<file path="config.mk">
export PLATFORM = sky130hd
export DESIGN_NAME = nic_ctl_regs
export DESIGN_NICKNAME = d
export VERILOG_FILES = /design/src/rtl/nicr_pkg.sv /design/src/rtl/nicr_byte_file.sv /design/src/rtl/nicr_cmd_unit.sv /design/src/rtl/nic_ctl_regs.sv
export SDC_FILE = /design/constraint.sdc
export NUM_CORES = 1
export LEC_CHECK = 0
export ABC_AREA = 1
export BUFFER_PORTS_ARGS = -buffer_cell sky130_fd_sc_hd__buf_2
export CAP_MARGIN = 20
export CORE_MARGIN = 2
export CORE_UTILIZATION = 40
export DETAILED_ROUTE_END_ITERATION = 8
export PLACE_DENSITY_LB_ADDON = 0.25
export SETUP_SLACK_MARGIN = 0.2
export SLEW_MARGIN = 5
export SYNTH_ARGS = -nofsm -noshare
export SYNTH_HDL_FRONTEND = slang
export SYNTH_SLANG_ARGS = --single-unit
</file>
<file path="constraint.sdc">
create_clock -name clk -period 7.7 [get_ports clk]
set_clock_uncertainty 0.1 [all_clocks]
set_input_delay 0.77 -clock clk [delete_from_list [all_inputs] [get_ports clk]]
set_output_delay 0.77 -clock clk [all_outputs]
set_load 0.01 [all_outputs]
</file>
<file path="src/rtl/nicr_pkg.sv">
package nicr_pkg;
  localparam int ADDR_W = 5;
  localparam int DATA_W = 8;
  localparam int OFF_W  = ADDR_W - 1;

  // command bits
  localparam int CMD_STOP = 0;
  localparam int CMD_TX   = 2;
  localparam int CMD_RRD  = 3;
  localparam int CMD_RWR  = 4;
  localparam logic [DATA_W-1:0] CMD_INIT = 8'h22;

  // interrupt status bits
  localparam int IS_TXDONE = 1;
  localparam int IS_RDC    = 6;
  localparam int IS_RESET  = 7;
  localparam logic [DATA_W-1:0] IS_INIT  = 8'h80;
  localparam logic [DATA_W-1:0] TSR_SENT = 8'h01;

  // page 0 offsets with special meaning
  localparam logic [OFF_W-1:0] P0_TXPG  = 4'h4;
  localparam logic [OFF_W-1:0] P0_LAST  = 4'hD;
  localparam logic [OFF_W-1:0] P0_MASK  = 4'hE;
  localparam logic [OFF_W-1:0] P0_STAT  = 4'hF;
  localparam logic [OFF_W-1:0] P2_LAST  = 4'h6;
  localparam logic [ADDR_W-1:0] SOFT_RST_OFF = 5'h1F;

  // page 0 byte-file slots (offset - 1)
  localparam int S_TXPG = 3;
  localparam int S_TXLO = 4;
  localparam int S_TXHI = 5;
  localparam int S_RCLO = 8;
  localparam int S_RCHI = 9;

  localparam int P0_N = 13;
  localparam int P1_N = 15;
  localparam int P2_N = 6;
endpackage

</file>
<file path="src/rtl/nicr_byte_file.sv">
module nicr_byte_file #(
  parameter int N = 4,
  parameter int W = 8,
  parameter int IW = 4,
  parameter logic [N*W-1:0] INIT = '0
) (
  input  logic          clk,
  input  logic          rst,
  input  logic          we,
  input  logic [IW-1:0] idx,
  input  logic [W-1:0]  wd,
  output logic [N*W-1:0] q
);
  for (genvar i = 0; i < N; i++) begin : g_byte
    always_ff @(posedge clk) begin
      if (rst) q[i*W +: W] <= INIT[i*W +: W];
      else if (we && idx == IW'(i)) q[i*W +: W] <= wd;
    end
  end

  // contents move only on a write strobe
  p_hold_r3: assert property (@(posedge clk) disable iff (rst) !we |=> $stable(q));
endmodule

</file>
<file path="src/rtl/nicr_cmd_unit.sv">
module nicr_cmd_unit
  import nicr_pkg::*;
(
  input  logic              clk,
  input  logic              rst,
  input  logic              cmd_we,
  input  logic              stat_we,
  input  logic              mask_we,
  input  logic [DATA_W-1:0] wd,
  input  logic              rcnt_zero,
  input  logic [DATA_W-1:0] txpg_in,
  input  logic [15:0]       txlen_in,
  output logic [DATA_W-1:0] cmd_q,
  output logic [DATA_W-1:0] stat_q,
  output logic [DATA_W-1:0] mask_q,
  output logic [DATA_W-1:0] tsr_q,
  output logic              tx_go,
  output logic [DATA_W-1:0] tx_page,
  output logic [15:0]       tx_len,
  output logic              irq
);
  always_ff @(posedge clk) begin
    if (rst) begin
      cmd_q   <= CMD_INIT;
      stat_q  <= IS_INIT;
      mask_q  <= '0;
      tsr_q   <= '0;
      tx_go   <= 1'b0;
      tx_page <= '0;
      tx_len  <= '0;
      irq     <= 1'b0;
    end else begin
      tx_go <= 1'b0;
      irq   <= |(stat_q[6:0] & mask_q[6:0]);
      if (mask_we) mask_q <= wd;
      if (stat_we) stat_q[6:0] <= stat_q[6:0] & ~wd[6:0];
      if (cmd_we) begin
        cmd_q <= wd;
        if (!wd[CMD_STOP]) begin
          stat_q[IS_RESET] <= 1'b0;
          if ((wd[CMD_RRD] || wd[CMD_RWR]) && rcnt_zero) stat_q[IS_RDC] <= 1'b1;
          if (wd[CMD_TX]) begin
            cmd_q[CMD_TX]     <= 1'b0;
            tsr_q             <= TSR_SENT;
            stat_q[IS_TXDONE] <= 1'b1;
            tx_go             <= 1'b1;
            tx_page           <= txpg_in;
            tx_len            <= txlen_in;
          end
        end
      end
    end
  end

  // bits named in a status write are zero afterwards, bit 7 unchanged
  p_stat_clear_r4: assert property (@(posedge clk) disable iff (rst)
    stat_we |=> ((stat_q[6:0] & $past(wd[6:0])) == 7'd0) && (stat_q[7] == $past(stat_q[7])));
  // leaving stop mode drops reset-status
  p_leave_stop_r6: assert property (@(posedge clk) disable iff (rst)
    (cmd_we && !wd[CMD_STOP]) |=> !stat_q[IS_RESET]);
  // a transmit pulse comes with its side effects
  p_tx_effects_r7: assert property (@(posedge clk) disable iff (rst)
    tx_go |-> (!cmd_q[CMD_TX] && stat_q[IS_TXDONE] && tsr_q == TSR_SENT));
  // with an empty mask the interrupt stays low next cycle
  p_irq_masked_r5: assert property (@(posedge clk) disable iff (rst)
    $past(mask_q[6:0] == 7'd0) |-> !irq);
endmodule

</file>
<file path="src/rtl/nic_ctl_regs.sv">
module nic_ctl_regs
  import nicr_pkg::*;
(
  input  logic              clk,
  input  logic              rst,
  input  logic              wr_en,
  input  logic              rd_en,
  input  logic [ADDR_W-1:0] addr,
  input  logic [DATA_W-1:0] wdata,
  output logic [DATA_W-1:0] rdata,
  output logic              irq,
  output logic              tx_go,
  output logic [DATA_W-1:0] tx_page,
  output logic [15:0]       tx_len
);
  localparam int P2_IW = $clog2(P2_N);
  localparam logic [P1_N*DATA_W-1:0] P1_INIT = {{8{8'hFF}}, {(P1_N-8){8'h00}}};

  logic [DATA_W-1:0] cmd_q, stat_q, mask_q, tsr_q;
  logic [P0_N*DATA_W-1:0] p0_q;
  logic [P1_N*DATA_W-1:0] p1_q;
  logic [P2_N*DATA_W-1:0] p2_q;

  logic [1:0]       page;
  logic [OFF_W-1:0] off, idx;
  logic             low_half, soft_rst, rst_all;
  logic             we_cmd, we_p0, we_p1, we_p2, we_mask, we_stat;
  logic             rcnt_zero;
  logic [DATA_W-1:0] rd_mux;

  assign page     = cmd_q[7:6];
  assign off      = addr[OFF_W-1:0];
  assign idx      = off - 4'd1;
  assign low_half = !addr[ADDR_W-1] && off != '0;
  assign soft_rst = rd_en && addr == SOFT_RST_OFF;
  assign rst_all  = rst || soft_rst;

  assign we_cmd  = wr_en && addr == '0;
  assign we_p0   = wr_en && low_half && page == 2'd0 && off <= P0_LAST;
  assign we_mask = wr_en && low_half && page == 2'd0 && off == P0_MASK;
  assign we_stat = wr_en && low_half && page == 2'd0 && off == P0_STAT;
  assign we_p1   = wr_en && low_half && page == 2'd1;
  assign we_p2   = wr_en && low_half && page == 2'd2 && off <= P2_LAST;

  assign rcnt_zero = {p0_q[S_RCHI*8 +: 8], p0_q[S_RCLO*8 +: 8]} == 16'd0;

  nicr_byte_file #(.N(P0_N), .W(DATA_W), .IW(OFF_W), .INIT('0)) u_p0 (
    .clk(clk), .rst(rst_all), .we(we_p0), .idx(idx), .wd(wdata), .q(p0_q));
  nicr_byte_file #(.N(P1_N), .W(DATA_W), .IW(OFF_W), .INIT(P1_INIT)) u_p1 (
    .clk(clk), .rst(rst_all), .we(we_p1), .idx(idx), .wd(wdata), .q(p1_q));
  nicr_byte_file #(.N(P2_N), .W(DATA_W), .IW(P2_IW), .INIT('0)) u_p2 (
    .clk(clk), .rst(rst_all), .we(we_p2), .idx(idx[P2_IW-1:0]), .wd(wdata), .q(p2_q));

  nicr_cmd_unit u_cmd (
    .clk(clk), .rst(rst_all), .cmd_we(we_cmd), .stat_we(we_stat), .mask_we(we_mask),
    .wd(wdata), .rcnt_zero(rcnt_zero), .txpg_in(p0_q[S_TXPG*8 +: 8]),
    .txlen_in({p0_q[S_TXHI*8 +: 8], p0_q[S_TXLO*8 +: 8]}),
    .cmd_q(cmd_q), .stat_q(stat_q), .mask_q(mask_q), .tsr_q(tsr_q),
    .tx_go(tx_go), .tx_page(tx_page), .tx_len(tx_len), .irq(irq));

  always_comb begin
    rd_mux = '0;
    if (addr == '0) rd_mux = cmd_q;
    else if (low_half) begin
      case (page)
        2'd0: begin
          if (off == P0_TXPG) rd_mux = tsr_q;
          else if (off == P0_MASK) rd_mux = mask_q;
          else if (off == P0_STAT) rd_mux = stat_q;
          else for (int i = 0; i < P0_N; i++) if (idx == OFF_W'(i)) rd_mux = p0_q[i*8 +: 8];
        end
        2'd1: for (int i = 0; i < P1_N; i++) if (idx == OFF_W'(i)) rd_mux = p1_q[i*8 +: 8];
        2'd2: for (int i = 0; i < P2_N; i++) if (idx == OFF_W'(i)) rd_mux = p2_q[i*8 +: 8];
        default: rd_mux = '0;
      endcase
    end
  end

  always_ff @(posedge clk) begin
    if (rst) rdata <= '0;
    else if (rd_en) rdata <= rd_mux;
  end

  // the soft-reset read returns zero and leaves the command at its reset value
  p_soft_rst_r9: assert property (@(posedge clk) disable iff (rst)
    $past(rd_en && addr == SOFT_RST_OFF) |-> (rdata == '0 && cmd_q == CMD_INIT));
  // read data only moves on a read
  p_rdata_hold_r10: assert property (@(posedge clk) disable iff (rst)
    !rd_en |=> $stable(rdata));
endmodule

</file>
==> reports/metrics.yaml <==
outcome:
  status: "finished, final reports clean"
logic_synthesis:
  async_flop_share: 0
  yosysSeqAreaShare: 0.468
  syn_avg_cell_area_um2: 7.53
  netlist_area_mm2: 0.0142
  ys_warn_count: 0
  synthFlopType: "dfxtp_1"
  ys_ff_latch: 331
  ys_types: 44
  postSynthCellCount: 1881
  synth.net_count: 1899
  synth_edf_count: 0
routing:
  drt-pass1-iter-count: 6
  vias_per_cell: 5.42
  route.detailed.drc: 0
  vias: 12600
  drt_iter0_markers: 1118
  finalWirelength_mm: 42.7
  ant_nets: 0
  routedWlPerCell_um: 18.3
placed_design:
  place.gp.congestion: 0.889
  place_area_mm2: 0.0144
  io_buffers: 50
  dp_hpwl_mm: 27.0
  dp_slack_ps: 3450
worst_setup_path:
  worstSetupPathType: "input pin to register"
  crit_path_end: "rdata[5]"
  cp_cell_sequence: "buf_2, nor2_4, ha_1, inv_1, nand4_1, inv_1, nand2_1, nand3_1, nor2_1, nand3b_1, nand2_1, nand4_1, nor2_1, nand3_1, a21oi_1, nand2_1, nand2_1, a21oi_1"
  cpPeakStageDelay_ps: 500
  regToRegStartpoint: "u_cmd.cmd_q[7]"
  cp_common_cell: "nand2_1"
  critical_path.max_fanout: 16
  rrSetupSlack_ps: 5020
  critPathRequiredTime_ps: 8010
  crit_slowest_cell: "ha_1"
  worst-path-stages: 18
  startpoint_type: "input pin"
  cp_top_family: "simple AND/OR/NAND/NOR gates"
  rr_worst_depth: 8
  worst-path-buf-inv: 3
  crit_start: "addr[0]"
  critPathCaptureType: "register"
  r2r_end: "u_p2.q[8]"
  arrival_ps: 4180
cts:
  cts.sinks: 331
  root_buffer: "clkbuf_16"
  clkTransAtPathRegs_ps: 60
  numCtsBuffers: 37
  cts-hold-fix-buffers: 0
  cts_tree: "done"
  cts_resized: 0
  clock_latency_ps: 520
  post-cts-setup-buffers: 0
  cts_max_level: 2
  clockBufferDepth: 3
die:
  fp.dieW_um: 192
  start_util: 0.408
  io_pins: 51
  die_area_mm2: 0.0369
  core-area_mm2: 0.0347
  rows: 68
  die_y_um: 192
cells_and_area:
  diodes: 0
  final_cell_area_mm2: 0.0156
  fillers: 3513
  drive_gt1_frac: 0.106
  synthToLayoutAreaGrowth_pct: 10.3
  layout.cells.most_common_list: "dfxtp_1, o21ai_0, a21oi_1"
  final_common_cell: "dfxtp_1"
  fin_util: 0.450
  final_nets: 1865
sta:
  maxSlewHeadroom: 0.317
  worst_slack_ps: 3820
  hold_viol_final: 0
  rsz0062_at_grt: "no"
  slew_viol_final: 0
  finalCritPeriodShare: 0.503
  fmax_mhz: 258
  setup_violations: 0
  fin_setup_tns_ps: 0
  tightest_slew_ps: 1020
  fin_crit_ps: 3880
power:
  power_density_mw_per_mm2: 237
  ir_drop_mv: 0.180
  p_leak_nw: 6.49
  power.total_mw: 3.70
grt:
  grt_pass1_wl_mm: 65.3
  grt_max_degree: 247
  track_usage: 0.228
  antenna_found_initial: 0
  grt_pass1_vias: 11400
  grt_overflow_total: 0
min_path:
  hold_class: "register to register"
run:
  drv_cap: 0
## metrics by stage
| stage | cells | hold WS (ps) |
|---|---|---|
| finish | 2327 | 338 |
| global placement | 2263 | 330 |
| global route | 2327 | 359 |
| detailed placement | 2263 | 333 |
| floorplan | 1881 | 327 |
| CTS | 2327 | 342 |
## synthesized netlist by cell type (2+ instances only)
library cell  number  area share
nand2_2            7      0.0031
nor4_1             4      0.0018
buf_6             10      0.0080
inv_4              2     0.00088
nor2_2            21      0.0093
buf_1              6      0.0016
nand4_1           37       0.016
buf_4              5      0.0027
inv_2             11      0.0029
a31oi_1            8      0.0035
o221ai_1           8      0.0049
buf_2             43       0.015
or2_2             10      0.0044
nor2_1           102       0.027
nor2_8             6      0.0085
inv_1            158       0.042
nor3_1            16      0.0057
nor2_4             7      0.0056
dfxtp_1          331        0.47
o221a_2            6      0.0048
nand3_1           41       0.014
o211ai_1          34       0.018
a21oi_1          301        0.11
nand2_4            2      0.0016
clkbuf_1          68       0.018
nand2_1          300       0.080
o21ai_0          311        0.11
nand3b_1           7      0.0037
o21ai_1            4      0.0014
## where the power goes
part	total (mW)	internal [mW]	switching (mW)
Combinational	0.226	0.0517	0.174
Sequential	1.73	1.72	0.00794
Clock	1.74	1.03	0.709
## registers in the layout (all words and copies together), names as in the netlist
register       cells
u_cmd.tx_go        1
u_cmd.irq          1
u_p0.q           104
u_cmd.stat_q       8
u_p1.q           120
u_cmd.tx_page      8
u_cmd.tx_len      16
u_p2.q            48
rdata              8
u_cmd.mask_q       8
u_cmd.tsr_q        1
u_cmd.cmd_q        8
## logic make-up (layout without fill, tap and decap cells)
group / after synthesis / count (layout) / synth area share
AO/OA/AOI/OAI: 679 / 679 / 0.254
AND/OR/NAND/NOR: 565 / 565 / 0.185
flip-flops: 331 / 331 / 0.468
buffers and inverters: 305 / 296 / 0.0924
adder cells (fa/ha/maj): 1 / 1 / 0.000883
## layer usage
metal | routed length (um) | track usage | part of all wire | vias to the layer above
met5 | 0 | 0 | 0 | -
met4 | 1060 | 0.0617 | 0.025 | 0
met3 | 3180 | 0.0406 | 0.074 | 72
met2 | 18600 | 0.357 | 0.44 | 445
met1 | 19800 | 0.321 | 0.46 | 5844
li1 | - | - | - | 6259
## layout make-up
| type | instances | area, um2 | area share |
|---|---|---|---|
| Multi-Input combinational cell | 1245 | 6230 | 0.399 |
| Sequential cell | 331 | 6630 | 0.424 |
| Clock inverter | 12 | 95.1 | 0.00609 |
| Inverter | 172 | 651 | 0.0417 |
| Timing Repair Buffer | 60 | 338 | 0.0216 |
| Clock buffer | 52 | 1100 | 0.0707 |
| Tap cell | 455 | 569 | 0.0365 |
## how the worst min path moves through the flow
stage	depth (start not counted)	from	endpoint
after floorplan	2	u_cmd.tsr_q[0]	u_cmd.tsr_q[0]
after global placement	2	u_cmd.tx_page[3]	u_cmd.tx_page[3]
after detailed placement	2	u_cmd.tx_len[15]	u_cmd.tx_len[15]
after CTS	2	u_cmd.tx_len[10]	u_cmd.tx_len[10]
after global routing	2	u_cmd.tx_page[3]	u_cmd.tx_page[3]
final	2	u_cmd.tx_len[13]	u_cmd.tx_len[13]
## tightest hold or removal path: stages, from the launching register on
cell and delay (ps):
dfxtp_1 300, inv_1 40, a21oi_1 40
Note: power is estimated with default switching activity, not from simulation.
